`src/rtl/pdc_pkg.sv`:
```
package pdc_pkg;
  localparam int N_TMR  = 4;
  localparam int IDX_OV = 0;
  localparam int IDX_UV = 1;
  localparam int IDX_OW = 2;
  localparam int IDX_OT = 3;
  localparam int SEL_W  = 3;
  localparam int SEL_MAX = 4;

  // routing of timer outputs onto the two pins
  localparam logic [N_TMR-1:0] CHG_MAP = 4'b1101;
  localparam logic [N_TMR-1:0] DIS_MAP = 4'b1110;

  typedef enum logic {MODE_NORMAL = 1'b0, MODE_FAULT = 1'b1} mode_e;
endpackage

```
`src/rtl/pdc_limit_dec.sv`:
```
module pdc_limit_dec
  import pdc_pkg::*;
#(
  parameter int BASE_TICKS = 250,
  parameter int CTM_TICKS  = 100,
  parameter int CW         = 12,
  parameter bit FIXED_MAX  = 1'b0
) (
  input  logic [SEL_W-1:0] sel_i,
  input  logic             test_i,
  output logic [CW-1:0]    limit_o
);
  localparam logic [CW-1:0] BASE_L = CW'(BASE_TICKS);
  localparam logic [CW-1:0] CTM_L  = CW'(CTM_TICKS);

  logic [SEL_W-1:0] shift;

  generate
    if (FIXED_MAX) begin : g_fixed
      assign shift = SEL_W'(SEL_MAX);
    end else begin : g_sel
      assign shift = (sel_i > SEL_W'(SEL_MAX)) ? SEL_W'(SEL_MAX) : sel_i;
    end
  endgenerate

  assign limit_o = test_i ? CTM_L : (BASE_L << shift);
endmodule

```
`src/rtl/pdc_fault_timer.sv`:
```
module pdc_fault_timer #(
  parameter int CW = 12
) (
  input  logic          clk_i,
  input  logic          rst_ni,
  input  logic          tick_i,
  input  logic          flag_i,
  input  logic          restart_i,
  input  logic [CW-1:0] limit_i,
  output logic          expired_o
);
  logic [CW-1:0] cnt_q;
  logic          at_limit;

  assign at_limit = (cnt_q >= limit_i);

  always_ff @(posedge clk_i or negedge rst_ni) begin
    if (!rst_ni) begin
      cnt_q <= '0;
    end else if (!flag_i || restart_i) begin
      cnt_q <= '0;
    end else if (tick_i && !at_limit) begin
      cnt_q <= cnt_q + CW'(1);
    end
  end

  // flag gates expiry directly so recovery is seen without waiting on the count
  assign expired_o = flag_i && !restart_i && at_limit;
endmodule

```
`src/rtl/pdc_out_stage.sv`:
```
module pdc_out_stage (
  input  logic clk_i,
  input  logic rst_ni,
  input  logic req_chg_i,
  input  logic req_dis_i,
  input  logic latch_en_i,
  input  logic act_low_i,
  output logic chg_drv_o,
  output logic chg_oe_o,
  output logic dis_drv_o,
  output logic dis_oe_o,
  output logic fault_mode_o
);
  import pdc_pkg::*;

  logic  chg_q, dis_q;
  mode_e mode;

  always_ff @(posedge clk_i or negedge rst_ni) begin
    if (!rst_ni) begin
      chg_q <= 1'b0;
      dis_q <= 1'b0;
    end else begin
      chg_q <= req_chg_i | (latch_en_i & chg_q);
      dis_q <= req_dis_i | (latch_en_i & dis_q);
    end
  end

  assign mode         = (chg_q | dis_q) ? MODE_FAULT : MODE_NORMAL;
  assign fault_mode_o = (mode == MODE_FAULT);

  // active-high: always driven; active-low: drive 0 only while active
  assign chg_drv_o = chg_q & ~act_low_i;
  assign chg_oe_o  = chg_q | ~act_low_i;
  assign dis_drv_o = dis_q & ~act_low_i;
  assign dis_oe_o  = dis_q | ~act_low_i;
endmodule

```
`src/rtl/prot_delay_ctrl.sv`:
```
module prot_delay_ctrl
  import pdc_pkg::*;
#(
  parameter int BASE_TICKS = 250,
  parameter int CTM_TICKS  = 100
) (
  input  logic       clk_i,
  input  logic       rst_ni,
  input  logic       tick_i,
  input  logic       ov_i,
  input  logic       uv_i,
  input  logic       ow_i,
  input  logic       ot_i,
  input  logic       osc_bad_i,
  input  logic       test_mode_i,
  input  logic       latch_en_i,
  input  logic       act_low_i,
  input  logic [2:0] ov_dly_sel_i,
  input  logic [2:0] uv_dly_sel_i,
  input  logic [2:0] ot_dly_sel_i,
  output logic       chg_drv_o,
  output logic       chg_oe_o,
  output logic       dis_drv_o,
  output logic       dis_oe_o,
  output logic       fault_mode_o
);
  localparam int MAX_TICKS = BASE_TICKS << SEL_MAX;
  localparam int CW        = $clog2(MAX_TICKS + 1);

  logic [N_TMR-1:0] flags;
  logic [N_TMR-1:0] expired;
  logic [SEL_W-1:0] sels [N_TMR];
  logic             tm_q;
  logic             restart;
  logic             req_chg, req_dis;

  assign flags[IDX_OV] = ov_i;
  assign flags[IDX_UV] = uv_i;
  assign flags[IDX_OW] = ow_i;
  assign flags[IDX_OT] = ot_i;
  assign sels[IDX_OV]  = ov_dly_sel_i;
  assign sels[IDX_UV]  = uv_dly_sel_i;
  assign sels[IDX_OW]  = SEL_W'(SEL_MAX);
  assign sels[IDX_OT]  = ot_dly_sel_i;

  always_ff @(posedge clk_i or negedge rst_ni) begin
    if (!rst_ni) tm_q <= 1'b0;
    else         tm_q <= test_mode_i;
  end

  assign restart = tm_q ^ test_mode_i;

  for (genvar i = 0; i < N_TMR; i++) begin : g_tmr
    logic [CW-1:0] limit;

    pdc_limit_dec #(
      .BASE_TICKS(BASE_TICKS),
      .CTM_TICKS (CTM_TICKS),
      .CW        (CW),
      .FIXED_MAX (i == IDX_OW)
    ) u_dec (
      .sel_i  (sels[i]),
      .test_i (tm_q),
      .limit_o(limit)
    );

    pdc_fault_timer #(.CW(CW)) u_tmr (
      .clk_i    (clk_i),
      .rst_ni   (rst_ni),
      .tick_i   (tick_i),
      .flag_i   (flags[i]),
      .restart_i(restart),
      .limit_i  (limit),
      .expired_o(expired[i])
    );
  end

  // oscillator fault bypasses the timers
  assign req_chg = |(expired & CHG_MAP) | osc_bad_i;
  assign req_dis = |(expired & DIS_MAP) | osc_bad_i;

  pdc_out_stage u_out (
    .clk_i       (clk_i),
    .rst_ni      (rst_ni),
    .req_chg_i   (req_chg),
    .req_dis_i   (req_dis),
    .latch_en_i  (latch_en_i),
    .act_low_i   (act_low_i),
    .chg_drv_o   (chg_drv_o),
    .chg_oe_o    (chg_oe_o),
    .dis_drv_o   (dis_drv_o),
    .dis_oe_o    (dis_oe_o),
    .fault_mode_o(fault_mode_o)
  );
endmodule

```
`config.mk`:
```
export PLATFORM = sky130hd
export DESIGN_NAME = prot_delay_ctrl
export DESIGN_NICKNAME = d
export VERILOG_FILES = /design/src/rtl/pdc_pkg.sv /design/src/rtl/pdc_limit_dec.sv /design/src/rtl/pdc_fault_timer.sv /design/src/rtl/pdc_out_stage.sv /design/src/rtl/prot_delay_ctrl.sv
export SDC_FILE = /design/constraint.sdc
export NUM_CORES = 1
export LEC_CHECK = 0
export ABC_AREA = 1
export BUFFER_PORTS_ARGS = -buffer_cell sky130_fd_sc_hd__buf_2
export CAP_MARGIN = 20
export CELL_PAD_IN_SITES_DETAIL_PLACEMENT = 1
export CELL_PAD_IN_SITES_GLOBAL_PLACEMENT = 1
export CORE_MARGIN = 1.5
export CORE_UTILIZATION = 48
export DETAILED_ROUTE_END_ITERATION = 8
export PLACE_DENSITY_LB_ADDON = 0.05
export SLEW_MARGIN = 20
export SYNTH_ARGS = -nofsm -noshare
export SYNTH_HDL_FRONTEND = slang
export SYNTH_SLANG_ARGS = --single-unit
```
`constraint.sdc`:
```
create_clock -name clk_i -period 3.8 [get_ports clk_i]
set_input_delay 0.76 -clock clk_i [delete_from_list [all_inputs] [get_ports clk_i]]
set_output_delay 0.76 -clock clk_i [all_outputs]
set_load 0.01 [all_outputs]
```
==> results.toml <==
[outcome]
status = "finished, final reports clean"

[power]
p_comb_share_pct = 15.9
switchingPower_w = 0.000333
p_clk_share_pct = 30.8
power.total_w = 0.00106
p_per_area_nw_per_um2 = 226
ir_worst_vdd_mv = 0.120
power_frac_seq_pct = 53.3
leakage_nw = 2.53
p_int_w = 0.000730
switching_share_pct = 31.3

[worst_setup_path]
crit_buf_inv = 3
cp_common_cell = "nand2_1"
cp_top_family = "flip-flops"
reg2regPathDepth = 14
r2r_slack_ns = 0.67
critPathKind = "flip-flop to flip-flop"
cp-start-kind = "flip-flop"
worstReg2RegStart = "tm_q"
slowest_stage = "dfrtp_1"
rr_endpoint = "g_tmr[3].u_tmr.cnt_q[7]"
cp.required_ns = 4.05
worstSetupStartpoint = "tm_q"
critPathCaptureType = "flip-flop"
critical_path.max_stage_delay_ns = 0.93
path_cells = "inv_2, o21ai_0, o21ai_0, ha_1, nand2_1, inv_1, nand2_1, nand2_1, nand2_1, nand4_1, buf_4, nand2_2, nand2_1, nand2_1"
cp.arrival_ns = 3.39
worstPathMaxFanout = 23

[floorplanning]
die_w_um = 99.1
coreArea_um2 = 8850
rows = 34
initial_core_util_pct = 50.1
die_area_um2 = 9830
fp.dieH_um = 99.1
ios = 25

[yosys]
synth.avg_cell_area_um2 = 6.65
synthesis.nets = 732
yosysMostFrequentCell = "nand2_1"
synth-main-ff-cell = "dfrtp_1"
yosys_register_bits = 51
synth-edff-count = 0
synth_top_area_share_pct = 28.8
synth_area_um2 = 4440
synth-seq-area-share_pct = 28.8
netlist_instances = 667
synthTopCellsByCount = "nand2_1, nor2_1, nand3_1"
synth.distinct_cells = 32
netlist.top_cell.by_area = "dfrtp_1"
yosys_warnings = 0
synthTopCellsByArea = "dfrtp_1, nand2_1, ha_1, nand3_1, nor2_1"
ys_async_sr_fraction_pct = 100

[placed_design]
gp_congestion = 0.881
dp_hpwl_um = 9170
numPortBuffers = 24
dp_cells = 786

[sta]
rsz0062_at_grt = "no"
finClkSkew_ns = 0.00471
finalHoldViolCount = 0
min_period_ns = 3.13
tns_ns = 0
tightest_slew_ns = 0.881
setup_viol = 0
period_share_pct = 82.5
drv_slew = 0
fmax_mhz = 319
max-slew-margin-rel_pct = 41.2

[detailed_routing]
dr.pass1.iters = 4
ant_nets = 0
drt_iter0_markers = 82
num_vias = 4261
vias_per_cell = 5.37
avgRoutedWirePerCell_um = 15.0
drc_errors = 0
wl_um = 11900

[clock_network]
cts_buffers = 5
cts.path.max_buffers = 2
cts.sinks = 51
cts_resized = 0
insertion_delay_ns = 0.31
cts_root_buf = "clkbuf_8"
htreeDepth = 2
post_cts_buffers = 0
cts_tree = "done"
holdBufCountCts = 0
clk_transition_reported_paths_ns = 0.10

[layout]
antennaDiodeCount = 0
fill_cells = 1228
area_growth_syn_to_layout_pct = 6.12
final_util_pct = 53.2
finalNetCount = 750
drive_gt1_share_pct = 7.14
final_cells = 794

[global_routing]
grt.total_usage_pct = 25.8
grt_max_degree = 35
grt_pass1_vias = 4490
overflow = 0
antenna_found_initial = 0
grt_pass1_wl_um = 20800

[job]
max_cap_viol_count = 0

[min_path]
min_path_type = "input port to asynchronous set/reset pin"
worst max path at each step:
stage / end / slack (ns) / depth (start not counted)
after global placement: g_tmr[3].u_tmr.cnt_q[7] / 0.83 / 14
after floorplan: g_tmr[0].u_tmr.cnt_q[10] / 1.40 / 12
after detailed placement: g_tmr[3].u_tmr.cnt_q[7] / 0.69 / 14
after CTS: g_tmr[3].u_tmr.cnt_q[7] / 0.68 / 14
final: g_tmr[3].u_tmr.cnt_q[7] / 0.67 / 14
after global routing: g_tmr[3].u_tmr.cnt_q[2] / 0.33 / 14
cell type report:
class	instances	area, µm²	area share [%]
Clock inverter	2	12.5	0.266
Tap cell	108	135	2.87
Clock buffer	6	72.6	1.54
Sequential cell	51	1280	27.1
Multi-Input combinational cell	523	2780	59.0
Timing Repair Buffer	28	150	3.19
Inverter	76	285	6.06
sequential cells by signal (all words and copies together) (netlist names):
register / cells
g_tmr.u_tmr.cnt_q: 48
u_out.dis_q: 1
u_out.chg_q: 1
tm_q: 1
power by group through the flow:
stage	combinational (W)	sequential, W	clock (W)
2_1_floorplan	0.000112	0.000571	0
3_5_place_dp	0.000171	0.000577	0
6_report	0.000169	0.000567	0.000328
5_1_grt	0.000194	0.000569	0.000363
4_1_cts	0.000172	0.000567	0.000343
3_3_place_gp	0.000161	0.000577	0
metrics by stage:
step	setup slack [ns]	instance area, µm²	hold slack [ns]
finish	0.666	4710	0.546
global route	0.335	4710	0.584
CTS	0.684	4710	0.572
detailed placement	0.692	4620	0.555
floorplan	1.40	4440	0.464
global placement	0.833	4620	0.549
placed cells by master, fill, tap and decap left out, types with 4 or more instances in the layout:
master      n
nor2_1     85
buf_4       4
nand4_1    10
nand3_1    75
nand3b_1    8
clkbuf_8    5
buf_2      24
inv_2       5
ha_1       45
o21ai_0     7
inv_1      71
a21oi_1    14
dfrtp_1    51
xor2_1     20
nand2_1   212
nand2_2     7
nor3_1      9
xnor2_1     8
logic make-up after synthesis:
logic type | after synthesis | synth area share [%]
simple gates | 416 | 39.8
buf+inv | 93 | 8.66
flops | 51 | 28.8
fa+ha+maj | 45 | 12.7
compound gates | 34 | 4.54
xor+xnor | 28 | 5.53
worst register-to-register path: stages (launching register included):
cell     delay (ns)
dfrtp_1        0.93
inv_2          0.28
o21ai_0        0.19
o21ai_0        0.14
ha_1           0.32
nand2_1        0.07
inv_1          0.04
nand2_1        0.05
nand2_1        0.06
nand2_1        0.08
nand4_1        0.25
buf_4          0.28
nand2_2        0.22
nand2_1        0.10
nand2_1        0.07
layer usage:
metal,part of all wire [%],track usage (%),vias to the layer above
met5,0,0,-
met4,1.0,5.20,0
met3,1.8,2.74,11
met2,51,47.6,36
met1,46,32.8,2052
li1,-,-,2162
Note: power is estimated with default switching activity, not from simulation.
